$ cat src/rtl/sync_ref_pkg.sv
// Shared types for the sync reference monitor.
package sync_ref_pkg;
    typedef enum logic {
        PORT_A = 1'b0,
        PORT_B = 1'b1
    } port_e;

    typedef struct packed {
        logic h;
        logic v;
    } sync_pair_t;
endpackage

$ cat src/rtl/sync_ref_cdc.sv
// Multi-stage synchronizer for a bundle of independent asynchronous bits.
// Assumes each bit is a level or a pulse long enough to be sampled; no
// cross-bit coherence is provided.
module sync_ref_cdc #(
    parameter int W      = 1,
    parameter int STAGES = 2
) (
    input  logic         clk,
    input  logic         rst_n,
    input  logic [W-1:0] d_i,
    output logic [W-1:0] q_o
);
    logic [W-1:0] stage_q [STAGES];

    // Shift the raw inputs through the synchronizer chain.
    always_ff @(posedge clk) begin
        if (!rst_n) begin
            for (int i = 0; i < STAGES; i++) stage_q[i] <= '0;
        end else begin
            stage_q[0] <= d_i;
            for (int i = 1; i < STAGES; i++) stage_q[i] <= stage_q[i-1];
        end
    end

    assign q_o = stage_q[STAGES-1];
endmodule

$ cat src/rtl/sync_ref_edge.sv
// Polarity correction and active-edge detection for one H/V sync pair.
// Assumes synchronized inputs. The history flop resets to the active level,
// so no false edge is produced when reset releases.
module sync_ref_edge
    import sync_ref_pkg::*;
(
    input  logic       clk,
    input  logic       rst_n,
    input  logic       h_i,
    input  logic       v_i,
    input  logic       hpol_i,
    input  logic       vpol_i,
    output sync_pair_t rise_o
);
    sync_pair_t norm;
    sync_pair_t prev_q;

    // Map each input to active-high using its polarity bit.
    always_comb begin
        norm.h = h_i ~^ hpol_i;
        norm.v = v_i ~^ vpol_i;
    end

    // Remember the previous normalized level.
    always_ff @(posedge clk) begin
        if (!rst_n) prev_q <= '1;
        else        prev_q <= norm;
    end

    // Inactive-to-active transition flags.
    always_comb begin
        rise_o.h = norm.h & ~prev_q.h;
        rise_o.v = norm.v & ~prev_q.v;
    end
endmodule

$ cat src/rtl/sync_ref_loss.sv
// Missing-line detector and reference qualification.
// A window of period+TOL cycles follows each edge. Each expiry is one miss,
// and loss is declared when misses exceed the limit. Qualification needs two
// edges with no expiry between them. A restart clears all state.
module sync_ref_loss #(
    parameter int PERIOD_W = 16,
    parameter int TOL_CYC  = 4
) (
    input  logic                clk,
    input  logic                rst_n,
    input  logic                edge_i,
    input  logic                restart_i,
    input  logic [PERIOD_W-1:0] period_i,
    input  logic [2:0]          limit_i,
    output logic                ok_o,
    output logic                lost_o
);
    localparam int TW = PERIOD_W + 1;

    logic [TW-1:0] timer_q;
    logic [TW-1:0] win;
    logic [2:0]    miss_q;
    logic          armed_q;
    logic          expire;

    // Window length and expiry detection.
    always_comb begin
        win    = {1'b0, period_i} + TW'(TOL_CYC);
        expire = (timer_q >= win);
    end

    // Track line timing, misses and reference status.
    always_ff @(posedge clk) begin
        if (!rst_n || restart_i) begin
            timer_q <= '0;
            miss_q  <= '0;
            armed_q <= 1'b0;
            ok_o    <= 1'b0;
            lost_o  <= 1'b1;
        end else if (edge_i) begin
            timer_q <= '0;
            miss_q  <= '0;
            armed_q <= 1'b1;
            if (armed_q) begin
                ok_o   <= 1'b1;
                lost_o <= 1'b0;
            end
        end else if (expire) begin
            timer_q <= '0;
            armed_q <= 1'b0;
            if (miss_q >= limit_i) begin
                ok_o   <= 1'b0;
                lost_o <= 1'b1;
            end else begin
                miss_q <= miss_q + 3'd1;
            end
        end else begin
            timer_q <= timer_q + TW'(1);
        end
    end
endmodule

$ cat src/rtl/sync_ref_monitor.sv
// Top of the sync reference selector and loss monitor.
// Synchronizes the asynchronous syncs and pins, resolves port and mode
// precedence, forwards the chosen port's edges and runs the loss detector.
// Assumes register-side inputs are already synchronous to clk.
module sync_ref_monitor
    import sync_ref_pkg::*;
#(
    parameter int PERIOD_W = 16,
    parameter int TOL_CYC  = 4,
    parameter int STAGES   = 2
) (
    input  logic                clk,
    input  logic                rst_n,
    input  logic                hsync_a_i,
    input  logic                vsync_a_i,
    input  logic                hsync_b_i,
    input  logic                vsync_b_i,
    input  logic                src_pin_i,
    input  logic                lock_pin_i,
    input  logic                sel_force_i,
    input  logic                sel_reg_en_i,
    input  logic                sel_reg_i,
    input  logic                mode_reg_en_i,
    input  logic                mode_reg_i,
    input  logic                hpol_a_i,
    input  logic                vpol_a_i,
    input  logic                hpol_b_i,
    input  logic                vpol_b_i,
    input  logic [2:0]          miss_limit_i,
    input  logic [PERIOD_W-1:0] line_period_i,
    output logic                h_edge_o,
    output logic                v_edge_o,
    output logic                ref_ok_o,
    output logic                ref_lost_o,
    output logic                lock_mode_o,
    output logic                port_sel_o
);
    localparam int NPORT = 2;
    localparam int NSYNC = 2 * NPORT + 2;

    logic [NSYNC-1:0] raw;
    logic [NSYNC-1:0] syn;
    logic [NPORT-1:0] pol_h;
    logic [NPORT-1:0] pol_v;
    sync_pair_t       rise [NPORT];
    port_e            sel_next;
    port_e            sel_q;
    logic             mode_next;
    logic             restart;

    assign raw   = {lock_pin_i, src_pin_i, vsync_b_i, hsync_b_i, vsync_a_i, hsync_a_i};
    assign pol_h = {hpol_b_i, hpol_a_i};
    assign pol_v = {vpol_b_i, vpol_a_i};

    sync_ref_cdc #(.W(NSYNC), .STAGES(STAGES)) u_cdc (
        .clk   (clk),
        .rst_n (rst_n),
        .d_i   (raw),
        .q_o   (syn)
    );

    // One edge detector per reference port.
    for (genvar p = 0; p < NPORT; p++) begin : g_port
        sync_ref_edge u_edge (
            .clk    (clk),
            .rst_n  (rst_n),
            .h_i    (syn[2*p]),
            .v_i    (syn[2*p+1]),
            .hpol_i (pol_h[p]),
            .vpol_i (pol_v[p]),
            .rise_o (rise[p])
        );
    end

    // Resolve port and mode precedence.
    always_comb begin
        if (sel_force_i || sel_reg_en_i) sel_next = port_e'(sel_reg_i);
        else                             sel_next = port_e'(syn[2*NPORT]);
        mode_next = mode_reg_en_i ? mode_reg_i : syn[2*NPORT+1];
        restart   = (sel_next != sel_q);
    end

    // Register resolved controls and forward the chosen port's edges.
    always_ff @(posedge clk) begin
        if (!rst_n) begin
            sel_q       <= PORT_A;
            lock_mode_o <= 1'b0;
            h_edge_o    <= 1'b0;
            v_edge_o    <= 1'b0;
        end else begin
            sel_q       <= sel_next;
            lock_mode_o <= mode_next;
            h_edge_o    <= rise[sel_q].h;
            v_edge_o    <= rise[sel_q].v;
        end
    end

    assign port_sel_o = sel_q;

    sync_ref_loss #(.PERIOD_W(PERIOD_W), .TOL_CYC(TOL_CYC)) u_loss (
        .clk       (clk),
        .rst_n     (rst_n),
        .edge_i    (h_edge_o),
        .restart_i (restart),
        .period_i  (line_period_i),
        .limit_i   (miss_limit_i),
        .ok_o      (ref_ok_o),
        .lost_o    (ref_lost_o)
    );
endmodule

$ cat config.mk
export PLATFORM = sky130hd
export DESIGN_NAME = sync_ref_monitor
export DESIGN_NICKNAME = d
export VERILOG_FILES = /design/src/rtl/sync_ref_pkg.sv /design/src/rtl/sync_ref_cdc.sv /design/src/rtl/sync_ref_edge.sv /design/src/rtl/sync_ref_loss.sv /design/src/rtl/sync_ref_monitor.sv
export SDC_FILE = /design/constraint.sdc
export NUM_CORES = 1
export LEC_CHECK = 0
export ABC_AREA = 1
export BUFFER_PORTS_ARGS = -buffer_cell sky130_fd_sc_hd__buf_2
export CAP_MARGIN = 10
export CELL_PAD_IN_SITES_DETAIL_PLACEMENT = 2
export CELL_PAD_IN_SITES_GLOBAL_PLACEMENT = 2
export CORE_MARGIN = 2
export CORE_UTILIZATION = 32
export DETAILED_ROUTE_END_ITERATION = 7
export HOLD_SLACK_MARGIN = 0.08
export PLACE_DENSITY_LB_ADDON = 0.1
export SLEW_MARGIN = 5
export SYNTH_ARGS = -nofsm -noshare
export SYNTH_HDL_FRONTEND = slang
export SYNTH_SLANG_ARGS = --single-unit
$ cat constraint.sdc
create_clock -name clk -period 4.95 [get_ports clk]
set_input_delay 1.485 -clock clk [delete_from_list [all_inputs] [get_ports clk]]
set_output_delay 1.485 -clock clk [all_outputs]
set_load 0.02 [all_outputs]
==> results of run 1 <==
-- metal layers --
metal  share of wire  track usage
met5               0            0
met4           0.010       0.0341
met3           0.031       0.0234
met2            0.52        0.283
met1            0.44        0.158
-- cell usage in the layout, fill, tap and decap left out, drive strengths merged, types with 2 or more instances in the layout --
| master | netlist | layout |
|---|---|---|
| a21o | 2 | 2 |
| a21oi | 12 | 12 |
| and3 | 3 | 3 |
| buf | 2 | 42 |
| clkbuf | 2 | 6 |
| dfxtp | 43 | 43 |
| ha | 23 | 23 |
| inv | 41 | 42 |
| nand2 | 68 | 68 |
| nand3 | 18 | 18 |
| nand3b | 2 | 2 |
| nor2 | 43 | 43 |
| nor3 | 5 | 5 |
| o21ai | 11 | 11 |
| xnor2 | 9 | 9 |
| xor2 | 21 | 21 |
-- state kept, by name (all words and copies together), names as in the netlist --
register              cells
u_loss.lost_o             1
u_loss.ok_o               1
u_loss.armed_q            1
port_sel_o                1
h_edge_o                  1
g_port.u_edge.prev_q      4
lock_mode_o               1
v_edge_o                  1
u_loss.miss_q             3
u_cdc.stage_q            12
u_loss.timer_q           17
-- kinds of logic after synthesis --
kind of cell | share of synthesized area
XOR/XNOR | 0.109
adder cells (fa/ha/maj) | 0.119
AO/OA/AOI/OAI | 0.0611
flip-flops | 0.356
buffers and inverters | 0.0798
AND/OR/NAND/NOR | 0.275
-- worst max-delay path, delay by kind of cell --
| kind | cells | cell delay, ns |
|---|---|---|
| fa+ha+maj | 2 | 0.47 |
| simple gates | 14 | 1.89 |
| buf+inv | 4 | 0.59 |
-- power by group through the flow --
stage | registers [mW] | logic (mW) | clock network [mW]
2_1_floorplan | 0.371 | 0.0503 | 0
3_3_place_gp | 0.370 | 0.0774 | 0
3_5_place_dp | 0.370 | 0.0812 | 0
4_1_cts | 0.362 | 0.0824 | 0.302
5_1_grt | 0.364 | 0.0917 | 0.317
6_report | 0.362 | 0.0799 | 0.290
-- layout make-up --
cell class	count	area (µm²)
fill	924	4460
multi-input combinational	221	1360
sequential	43	861
timing repair buffer	42	213
inverter	41	154
tap	99	124
clock buffer	6	82.6
clock inverter	2	38.8
-- metrics by stage --
step	worst slack (ns)	std cells
after detailed placement	0.304	446
final	0.678	454
after global routing	0.260	454
after global placement	0.514	446
after floorplan	1.01	309
after CTS	0.628	454
-- path summary, 6_finish.rpt --
check	endpoint	cells after the start
setup / recovery	u_loss.timer_q[14]$_SDFF_PP0_	20
setup reg to reg	u_loss.timer_q[14]$_SDFF_PP0_	10
hold reg to reg	u_cdc.stage_q[0][10]$_SDFF_PN0_	2
hold / removal	u_cdc.stage_q[0][10]$_SDFF_PN0_	2
==> load_flow_metrics.sql, run 1 <==
INSERT INTO impl_metrics (metric_group, metric, value, unit) VALUES
('place', 'dpl-instance-area', '0.00271', 'mm²'),
('yosys', 'synth_flop_cell', 'sky130_fd_sc_hd__dfxtp_1', ''),
('detailed_routing', 'detail_route.first_pass.iterations', '4', ''),
('power', 'p_leak', '1.34', 'nW'),
('critical_path', 'criticalPathCategory', 'input pin to flop', ''),
('sta', 'share_of_the_cycle_needed_by_the_critical_path_after_routing', '0.863', ''),
('layout', 'antenna-diode-count', '0', ''),
('detailed_routing', 'via_per_inst', '4.55', ''),
('global_routing', 'gr-usage-all-layers', '0.143', ''),
('clock_tree', 'cts-root-to-sink-buffers', '2', ''),
('sta', 'timing.final.max_slew_violations', '0', ''),
('clock_tree', 'clkTransAtPathRegs', '0.08', 'ns'),
('floorplanning', 'core_area', '0.00729', 'mm²'),
('floorplanning', 'design.portCount', '42', ''),
('clock_tree', 'cts-buffers-inserted', '5', ''),
('floorplanning', 'die_height', '90.9', 'µm'),
('critical_path', 'timing.critical_path.slowest_cell_delay', '0.34', 'ns'),
('sta', 'final_number_of_setup_violating_endpoints', '0', ''),
('sta', 'achievable-frequency', '0.234', 'GHz'),
('run_status', 'outcome', 'finished clean', ''),
('yosys', 'netlist-cell-type-count', '26', ''),
('yosys', 'yosysTopAreaCell', 'sky130_fd_sc_hd__dfxtp_1', ''),
('critical_path', 'critPathArrivalTime', '4.45', 'ns'),
('clock_tree', 'cts_resized', '0', ''),
('sta', 'finalHoldWorstSlack', '0.422', 'ns'),
('power', 'power.share.switching', '0.243', ''),
('global_routing', 'antenna_found_initial', '0', ''),
('layout', 'final_cell_area', '0.00284', 'mm²'),
('sta', 'timing.final.hold_violations', '0', ''),
('power', 'cellPowerDensity', '258', 'mW/mm²'),
('detailed_routing', 'ant_nets', '0', ''),
('detailed_routing', 'detail_route.wl_per_cell', '12.3', 'µm'),
('yosys', 'synth.top_cells.by_area', 'sky130_fd_sc_hd__dfxtp_1, sky130_fd_sc_hd__ha_1, sky130_fd_sc_hd__nand2_1', ''),
('place', 'io_buffer_count', '41', ''),
('clock_tree', 'ctsRootBufferMaster', 'sky130_fd_sc_hd__clkbuf_8', ''),
('floorplanning', 'die_x', '90.9', 'µm'),
('yosys', 'synth_fp_nets', '368', ''),
('min_path', 'hold_start', 'u_cdc.stage_q[0][4]$_SDFF_PN0_', ''),
('yosys', 'synth_common_cells', 'sky130_fd_sc_hd__nand2_1, sky130_fd_sc_hd__dfxtp_1, sky130_fd_sc_hd__inv_1, sky130_fd_sc_hd__nor2_1, sky130_fd_sc_hd__ha_1', ''),
('clock_tree', 'tritoncts', 'done', ''),
('critical_path', 'crit_fanout', '17', ''),
('power', 'clock_power_share', '0.397', ''),
('yosys', 'seq_area_frac_synth', '0.356', ''),
('global_routing', 'first_global_vias', '2251', ''),
('critical_path', 'crit_required', '5.12', 'ns'),
('floorplanning', 'design.die.area', '0.00826', 'mm²'),
('min_path', 'worstHoldPathType', 'flop to flop', ''),
('floorplanning', 'placement_rows', '31', ''),
('yosys', 'synth-edff-count', '0', ''),
('yosys', 'ys.warnings.count', '0', ''),
('power', 'netSwitchingPower', '178', 'µW'),
('clock_tree', 'clock_tree.htree_level_count', '2', ''),
('critical_path', 'cp_cell_sequence', 'buf_2, ha_1, nand3_1, inv_1, nand3_1, nand3b_1, nor2_1, nand3_1, nor2_1, nand2_1, ha_1, nand2_1, nor2_1, inv_1, nor3_1, nand2_1, nand3_1, or2_1, buf_4, nor2_1', ''),
('detailed_routing', 'postRouteWirelength', '5590', 'µm'),
('place', 'gp_congestion', '0.699', ''),
('sta', 'rsz0062_at_grt', 'false', ''),
('sta', 'tightestPinTransition', '0.429', 'ns'),
('yosys', 'synth_largest_type_area_fraction', '0.356', ''),
('yosys', 'postSynthCellCount', '309', ''),
('yosys', 'syn_area_per_cell', '7.82', 'µm²'),
('power', 'max_ir_drop_vdd', '198', 'µV'),
('sta', 'final.setup.tns', '0', 'ns'),
('yosys', 'synth-async-reset-ratio', '0', ''),
('yosys', 'syn_area', '0.00242', 'mm²'),
('critical_path', 'critPathLaunch', 'line_period_i[2]', ''),
('critical_path', 'rrSetupSlack', '2.75', 'ns'),
('power', 'pwr-share-comb', '0.109', ''),
('power', 'share_seq_of_total_power', '0.494', ''),
('critical_path', 'worstSetupEndpointType', 'flop', ''),
('power', 'final_total_pwr', '732', 'µW'),
('clock_tree', 'cts_hold_buf', '0', '');
Power figures use the tool's default switching activity.
==> run 2, diff against run 1 <==
Clock period 4.95 ns to 4.7 ns, I/O delays scaled along.
==> load_flow_metrics.sql, run 2 (same netlist as run 1, synthesis figures left out) <==
INSERT INTO impl_metrics (metric_group, metric, value, unit) VALUES
('floorplanning', 'die_height', '90.9', 'µm'),
('clock_tree', 'clk_latency', '0.30', 'ns'),
('clock_tree', 'clkTransAtPathRegs', '0.09', 'ns'),
('run_status', 'outcome', 'finished clean', ''),
('detailed_routing', 'via_per_inst', '4.56', ''),
('layout', 'final_cell_mix', 'sky130_fd_sc_hd__nand2_1, sky130_fd_sc_hd__dfxtp_1, sky130_fd_sc_hd__inv_1, sky130_fd_sc_hd__buf_2, sky130_fd_sc_hd__nor2_1', ''),
('floorplanning', 'design.die.area', '0.00826', 'mm²'),
('place', 'io_buffer_count', '41', ''),
('min_path', 'worstHoldPathType', 'flop to flop', ''),
('layout', 'antenna-diode-count', '0', ''),
('floorplanning', 'placement_rows', '31', ''),
('min_path', 'holdPathStages', '2', ''),
('detailed_routing', 'detail_route.first_pass.iterations', '3', ''),
('layout', 'largest_register_ffs', '17', ''),
('flow_run', 'cap_viol_max_count', '0', ''),
('sta', 'final_number_of_setup_violating_endpoints', '0', ''),
('critical_path', 'criticalPathCategory', 'input pin to flop', ''),
('place', 'placed_cells', '446', ''),
('critical_path', 'crit_required', '4.88', 'ns'),
('detailed_routing', 'drc_errors', '0', ''),
('layout', 'num-nets-final', '413', ''),
('global_routing', 'gr-usage-all-layers', '0.142', ''),
('clock_tree', 'cts-root-to-sink-buffers', '2', ''),
('sta', 'share_of_the_cycle_needed_by_the_critical_path_after_routing', '0.890', ''),
('sta', 'achievable-frequency', '0.239', 'GHz'),
('critical_path', 'timing.critical_path.slowest_cell_delay', '0.34', 'ns'),
('global_routing', 'grt_pass1_wl', '9540', 'µm'),
('clock_tree', 'clock_tree.htree_level_count', '2', ''),
('layout', 'top_register', 'u_loss.timer_q', ''),
('global_routing', 'grt_use_met3', '0.0267', ''),
('global_routing', 'global_route.peak_usage_layer', 'met2', ''),
('critical_path', 'worstRegToRegCells', '10', ''),
('critical_path', 'critPathBufInv', '4', ''),
('sta', 'timing.max_slew.rel_slack', '0.698', ''),
('power', 'cellPowerDensity', '272', 'mW/mm²'),
('critical_path', 'timing.critical_path.slowest_stage_cell', 'sky130_fd_sc_hd__buf_4', ''),
('clock_tree', 'cts_hold_buf', '0', ''),
('critical_path', 'critPathArrivalTime', '4.37', 'ns'),
('clock_tree', 'ctsRootBufferMaster', 'sky130_fd_sc_hd__clkbuf_8', ''),
('sta', 'timing.final.max_slew_violations', '0', ''),
('floorplanning', 'initial_utilization', '0.331', ''),
('clock_tree', 'cts_resized', '0', ''),
('sta', 'timing.clock.skew', '0.0103', 'ns'),
('layout', 'post_route_cells_drive_above_1_share', '0.183', ''),
('power', 'p_leak', '1.34', 'nW'),
('layout', 'mostFrequentLayoutCell', 'sky130_fd_sc_hd__nand2_1', ''),
('global_routing', 'grt_max_degree', '22', ''),
('clock_tree', 'cts-buffers-inserted', '5', ''),
('critical_path', 'crit_fanout', '17', ''),
('floorplanning', 'core_area', '0.00729', 'mm²'),
('global_routing', 'grt_overflow', '0', ''),
('sta', 'finalHoldWorstSlack', '0.420', 'ns'),
('floorplanning', 'design.portCount', '42', ''),
('critical_path', 'worstSetupEndpointType', 'flop', ''),
('sta', 'tightestPinTransition', '0.451', 'ns'),
('detailed_routing', 'drt-initial-drc-count', '26', ''),
('critical_path', 'cp_cell_sequence', 'buf_2, ha_1, nand3_1, inv_1, nand3_1, nand3b_1, nor2_1, nand3_1, nor2_1, nand2_1, ha_1, nand2_1, nor2_1, inv_1, nor3_1, nand2_1, nand3_1, or2_1, buf_4, nor2_1', ''),
('layout', 'area_growth', '17.3', '%'),
('layout', 'fillCellCount', '923', ''),
('clock_tree', 'post_cts_setup_buffer_count', '0', ''),
('sta', 'time_the_final_worst_path_needs_with_i_o_delays_and_setup', '4.18', 'ns'),
('critical_path', 'cp_num_cells', '20', ''),
('detailed_routing', 'via_count', '2070', ''),
('detailed_routing', 'detail_route.wl_per_cell', '12.0', 'µm'),
('clock_tree', 'clkSinkCount', '43', ''),
('global_routing', 'first_global_vias', '2185', ''),
('sta', 'final.setup.tns', '0', 'ns'),
('critical_path', 'worst_setup_sp_type', 'input pin', ''),
('critical_path', 'rrSetupSlack', '2.50', 'ns'),
('global_routing', 'grt_util_met1', '0.162', ''),
('detailed_routing', 'postRouteWirelength', '5440', 'µm'),
('global_routing', 'globalRouteMet2Util', '0.266', ''),
('layout', 'count_of_placed_standard_cells_in_the_final_layout_fillers_left_out', '454', ''),
('global_routing', 'antenna_found_initial', '0', ''),
('clock_tree', 'tritoncts', 'done', ''),
('sta', 'rsz0062_at_grt', 'false', ''),
('critical_path', 'critPathTopFamily', 'simple AND/OR/NAND/NOR gates', ''),
('layout', 'layout_top_registers', 'u_loss.timer_q x17, u_cdc.stage_q x12, g_port.u_edge.prev_q x4', ''),
('sta', 'timing.final.hold_violations', '0', ''),
('place', 'gp_congestion', '0.699', ''),
('detailed_routing', 'ant_nets', '0', ''),
('power', 'max_ir_drop_vdd', '180', 'µV'),
('floorplanning', 'die_x', '90.9', 'µm'),
('place', 'detailedPlacementHpwl', '4480', 'µm');
run 2: worst paths after layout:
path / from / endpoint
worst max-delay path: line_period_i[2] / u_loss.timer_q[14]$_SDFF_PP0_
worst min-delay path: u_cdc.stage_q[0][4]$_SDFF_PN0_ / u_cdc.stage_q[0][10]$_SDFF_PN0_
worst max register to register: u_loss.timer_q[15]$_SDFF_PP0_ / u_loss.timer_q[14]$_SDFF_PP0_
worst min register to register: u_cdc.stage_q[0][4]$_SDFF_PN0_ / u_cdc.stage_q[0][10]$_SDFF_PN0_
run 2: final cells by class:
type / instances / area [µm²] / share of cell area
clock buffer: 6 / 82.6 / 0.0291
clock inverter: 2 / 38.8 / 0.0137
inverter: 41 / 154 / 0.0543
multi-input combinational: 221 / 1360 / 0.481
sequential: 43 / 861 / 0.304
tap: 99 / 124 / 0.0437
timing repair buffer: 42 / 213 / 0.0750
run 2: worst reg2reg max path: cells and delay by family (launching register included):
| family | cells | cell delay (ns) |
|---|---|---|
| adder cells (fa/ha/maj) | 1 | 0.30 |
| flip-flops | 1 | 0.35 |
| buffers and inverters | 2 | 0.42 |
| AND/OR/NAND/NOR | 7 | 1.02 |
run 2: report_power, final:
part	total, mW	switching [mW]	internal (mW)
clock network	0.308	0.133	0.175
logic	0.0835	0.0504	0.0332
registers	0.381	0.00566	0.375
run 2: metal layers:
metal,vias to the layer above,part of all wire
li1,1059,-
met1,971,0.45
met2,34,0.51
met3,6,0.032
met4,0,0.014
met5,-,0
run 2: through the flow:
| step | area [µm²] | util | worst slack (ns) | power [mW] |
|---|---|---|---|---|
| 2_1_floorplan | 2420 | - | 0.839 | 0.444 |
| 3_3_place_gp | 2710 | 0.372 | 0.339 | 0.471 |
| 3_5_place_dp | 2710 | 0.372 | 0.128 | 0.476 |
| 4_1_cts | 2840 | 0.389 | 0.438 | 0.790 |
| 5_1_grt | 2840 | 0.389 | 0.0753 | 0.819 |
| 6_report | 2840 | 0.389 | 0.516 | 0.773 |
==> run 3, diff against run 2 <==
Settings changed: ABC_AREA 1 to default, CORE_UTILIZATION 32 to 33, REMOVE_ABC_BUFFERS from default to 1.
==> load_flow_metrics.sql, run 3 <==
INSERT INTO impl_metrics (metric_group, metric, value, unit) VALUES
('yosys', 'synth_xor_area_frac', '0.120', ''),
('floorplanning', 'core_area', '0.00672', 'mm²'),
('min_path', 'hold_start', 'u_cdc.stage_q[0][2]$_SDFF_PN0_', ''),
('place', 'detailedPlacementHpwl', '4090', 'µm'),
('layout', 'largest_register_ffs', '17', ''),
('min_path', 'hold_end', 'u_cdc.stage_q[0][8]$_SDFF_PN0_', ''),
('yosys', 'postSynthCellCount', '249', ''),
('clock_tree', 'clk_latency', '0.30', 'ns'),
('critical_path', 'rr_startpoint', 'u_loss.timer_q[2]$_SDFF_PP0_', ''),
('yosys', 'synth_largest_type_area_fraction', '0.381', ''),
('power', 'p_leak', '1.15', 'nW'),
('sta', 'rsz0062_at_grt', 'false', ''),
('yosys', 'synth_common_cells', 'sky130_fd_sc_hd__dfxtp_1, sky130_fd_sc_hd__nor2_1, sky130_fd_sc_hd__nand2_1, sky130_fd_sc_hd__ha_1, sky130_fd_sc_hd__xor2_1', ''),
('floorplanning', 'design.die.area', '0.00753', 'mm²'),
('layout', 'antenna-diode-count', '0', ''),
('detailed_routing', 'drt-initial-drc-count', '39', ''),
('floorplanning', 'initial_utilization', '0.336', ''),
('clock_tree', 'clkTransAtPathRegs', '0.09', 'ns'),
('min_path', 'holdPathStages', '1', ''),
('place', 'gp_congestion', '0.767', ''),
('critical_path', 'crit_fanout', '5', ''),
('run_status', 'outcome', 'finished clean', ''),
('sta', 'final.setup.tns', '0', 'ns'),
('yosys', 'netlist-cell-type-count', '35', ''),
('yosys', 'synth.top_cells.by_area', 'sky130_fd_sc_hd__dfxtp_1, sky130_fd_sc_hd__ha_1, sky130_fd_sc_hd__xor2_1', ''),
('sta', 'timing.final.hold_violations', '0', ''),
('min_path', 'worstHoldPathType', 'flop to flop', ''),
('critical_path', 'crit_required', '4.92', 'ns'),
('yosys', 'synth_flop_cell', 'sky130_fd_sc_hd__dfxtp_1', ''),
('layout', 'top_register', 'u_loss.timer_q', ''),
('power', 'cellPowerDensity', '285', 'mW/mm²'),
('global_routing', 'first_global_vias', '1951', ''),
('clock_tree', 'cts-buffers-inserted', '5', ''),
('sta', 'final_number_of_setup_violating_endpoints', '0', ''),
('sta', 'timing.clock.skew', '0.0134', 'ns'),
('sta', 'timing.max_slew.rel_slack', '0.611', ''),
('detailed_routing', 'detail_route.wl_per_cell', '13.4', 'µm'),
('detailed_routing', 'ant_nets', '0', ''),
('layout', 'num-nets-final', '354', ''),
('clock_tree', 'tritoncts', 'done', ''),
('critical_path', 'criticalPathCategory', 'input pin to flop', ''),
('critical_path', 'critPathArrivalTime', '4.02', 'ns'),
('yosys', 'synth-async-reset-ratio', '0', ''),
('global_routing', 'gr-usage-all-layers', '0.147', ''),
('layout', 'layout_top_registers', 'u_loss.timer_q x17, u_cdc.stage_q x12, g_port.u_edge.prev_q x4', ''),
('yosys', 'ys.warnings.count', '0', ''),
('detailed_routing', 'via_per_inst', '4.94', ''),
('floorplanning', 'design.portCount', '42', ''),
('global_routing', 'grt_max_degree', '19', ''),
('place', 'io_buffer_count', '41', ''),
('floorplanning', 'die_x', '86.8', 'µm'),
('clock_tree', 'cts_hold_buf', '0', ''),
('critical_path', 'rrSetupSlack', '2.46', 'ns'),
('floorplanning', 'die_height', '86.8', 'µm'),
('layout', 'post_route_cells_drive_above_1_share', '0.179', ''),
('sta', 'time_the_final_worst_path_needs_with_i_o_delays_and_setup', '3.80', 'ns'),
('yosys', 'yosys-mux-area-fraction', '0.0177', ''),
('floorplanning', 'placement_rows', '30', ''),
('global_routing', 'antenna_found_initial', '0', ''),
('critical_path', 'worst_setup_sp_type', 'input pin', ''),
('critical_path', 'crit-reg2reg-capture', 'u_loss.lost_o$_SDFFE_PP1P_', ''),
('global_routing', 'grt_overflow', '0', ''),
('detailed_routing', 'detail_route.first_pass.iterations', '2', ''),
('sta', 'achievable-frequency', '0.263', 'GHz'),
('yosys', 'syn_area_per_cell', '9.07', 'µm²'),
('yosys', 'synth-edff-count', '0', ''),
('detailed_routing', 'drc_errors', '0', ''),
('yosys', 'cell_with_the_most_instances_after_synthesis', 'sky130_fd_sc_hd__dfxtp_1', ''),
('critical_path', 'worstSetupEndpointType', 'flop', ''),
('clock_tree', 'clock_tree.htree_level_count', '2', ''),
('detailed_routing', 'via_count', '1859', ''),
('power', 'max_ir_drop_vdd', '184', 'µV'),
('layout', 'final_cell_mix', 'sky130_fd_sc_hd__dfxtp_1, sky130_fd_sc_hd__buf_2, sky130_fd_sc_hd__nor2_1', ''),
('yosys', 'syn_area', '0.00226', 'mm²'),
('clock_tree', 'ctsRootBufferMaster', 'sky130_fd_sc_hd__clkbuf_8', ''),
('yosys', 'compound_cell_area_share_of_the_yosys_netlist', '0.0814', ''),
('clock_tree', 'post_cts_setup_buffer_count', '0', ''),
('clock_tree', 'cts-root-to-sink-buffers', '2', ''),
('layout', 'area_growth', '18.2', '%'),
('yosys', 'yosys.area_share.adder', '0.127', ''),
('yosys', 'yosys.area_share.simple', '0.248', ''),
('layout', 'mostFrequentLayoutCell', 'sky130_fd_sc_hd__dfxtp_1', ''),
('flow_run', 'cap_viol_max_count', '0', ''),
('yosys', 'synth_seq_cells', '43', ''),
('power', 'final_total_pwr', '762', 'µW'),
('clock_tree', 'cts_resized', '0', ''),
('yosys', 'seq_area_frac_synth', '0.381', ''),
('sta', 'tightestPinTransition', '0.583', 'ns'),
('critical_path', 'worstRegToRegCells', '6', ''),
('global_routing', 'grt_pass1_wl', '8850', 'µm'),
('yosys', 'yosysTopAreaCell', 'sky130_fd_sc_hd__dfxtp_1', ''),
('sta', 'timing.final.max_slew_violations', '0', ''),
('clock_tree', 'clkSinkCount', '43', ''),
('yosys', 'largest_family_of_logic_cells_by_synthesized_area', 'simple AND/OR/NAND/NOR gates', ''),
('detailed_routing', 'postRouteWirelength', '5060', 'µm'),
('sta', 'share_of_the_cycle_needed_by_the_critical_path_after_routing', '0.809', '');
==> run 3: cell types whose count changed in the layout (fill, tap and decap cells not counted), moves of 3 or more <==
| cell | before | now |
|---|---|---|
| sky130_fd_sc_hd__mux2i_1 | 0 | 4 |
| sky130_fd_sc_hd__nand2_1 | 67 | 24 |
| sky130_fd_sc_hd__nor2_4 | 10 | 0 |
| sky130_fd_sc_hd__and4_1 | 0 | 5 |
| sky130_fd_sc_hd__and2_1 | 1 | 13 |
| sky130_fd_sc_hd__o21ai_0 | 9 | 4 |
| sky130_fd_sc_hd__xnor2_1 | 9 | 12 |
| sky130_fd_sc_hd__nand3_1 | 18 | 13 |
| sky130_fd_sc_hd__nand4_1 | 1 | 4 |
| sky130_fd_sc_hd__inv_1 | 41 | 11 |
| sky130_fd_sc_hd__a21oi_1 | 11 | 8 |
==> run 3: where the power goes <==
part           leakage (nW)  internal, mW  switching, mW
logic                 0.739        0.0341         0.0404
registers             0.351         0.375        0.00568
clock network        0.0618         0.175          0.132
==> run 3: cell families (layout without fill, tap and decap cells) <==
kind of cell               after synthesis  in the layout
muxes                                    4              4
xor gates and xnor gates                31             31
adders and majority gates               23             23
AOI/OAI and AO/OA                       26             26
buffers and inverters                   13             60
and+or+nand+nor                        109            109
DFF                                     43             43
==> run 3: critical path, stage by stage <==
cell,delay [ns]
sky130_fd_sc_hd__buf_2,0.12
sky130_fd_sc_hd__and3_1,0.21
sky130_fd_sc_hd__and4_1,0.31
sky130_fd_sc_hd__nand3_1,0.11
sky130_fd_sc_hd__xor2_1,0.17
sky130_fd_sc_hd__ha_1,0.31
sky130_fd_sc_hd__nand4_1,0.13
sky130_fd_sc_hd__nor3_1,0.32
sky130_fd_sc_hd__a32oi_1,0.29
sky130_fd_sc_hd__a31oi_1,0.42
sky130_fd_sc_hd__mux2i_1,0.22
==> run 3: layout make-up <==
class	instances	area [µm²]
Clock buffer	6	82.6
Clock inverter	2	38.8
Fill cell	789	4050
Inverter	11	41.3
Multi-Input combinational cell	193	1340
Sequential cell	43	861
Tap cell	80	100
Timing Repair Buffer	41	205
==> run 3: worst max-delay path by stage <==
stage                                    end  slack [ns]              from  cells past startpoint
3_3_place_gp      u_loss.lost_o$_SDFFE_PP1P_        0.64  line_period_i[2]                     11
3_5_place_dp   u_loss.timer_q[16]$_SDFF_PP0_        0.57  line_period_i[2]                     11
6_report       u_loss.miss_q[1]$_SDFFE_PP0P_        0.90  line_period_i[4]                     11
4_1_cts        u_loss.miss_q[1]$_SDFFE_PP0P_        0.86  line_period_i[4]                     11
5_1_grt             u_loss.ok_o$_SDFFE_PP0P_        0.62  line_period_i[4]                     11
2_1_floorplan     u_loss.lost_o$_SDFFE_PP1P_        1.01  line_period_i[2]                     10
==> run 3: per-stage QoR <==
step	instances	setup slack [ns]	hold slack (ns)	utilization	instance area [µm²]
3_5_place_dp	368	0.574	0.427	0.380	2550
2_1_floorplan	247	1.01	0.412	-	2240
3_3_place_gp	368	0.635	0.414	0.380	2550
6_report	376	0.897	0.439	0.398	2670
5_1_grt	376	0.620	0.462	0.398	2670
4_1_cts	376	0.864	0.447	0.398	2670
==> run 3: layer usage <==
layer	vias up	track usage	share of wire
met1	887	0.186	0.47
met4	0	0.0298	0.010
met5	-	0	0
met2	17	0.253	0.49
li1	950	-	-
met3	5	0.0390	0.031
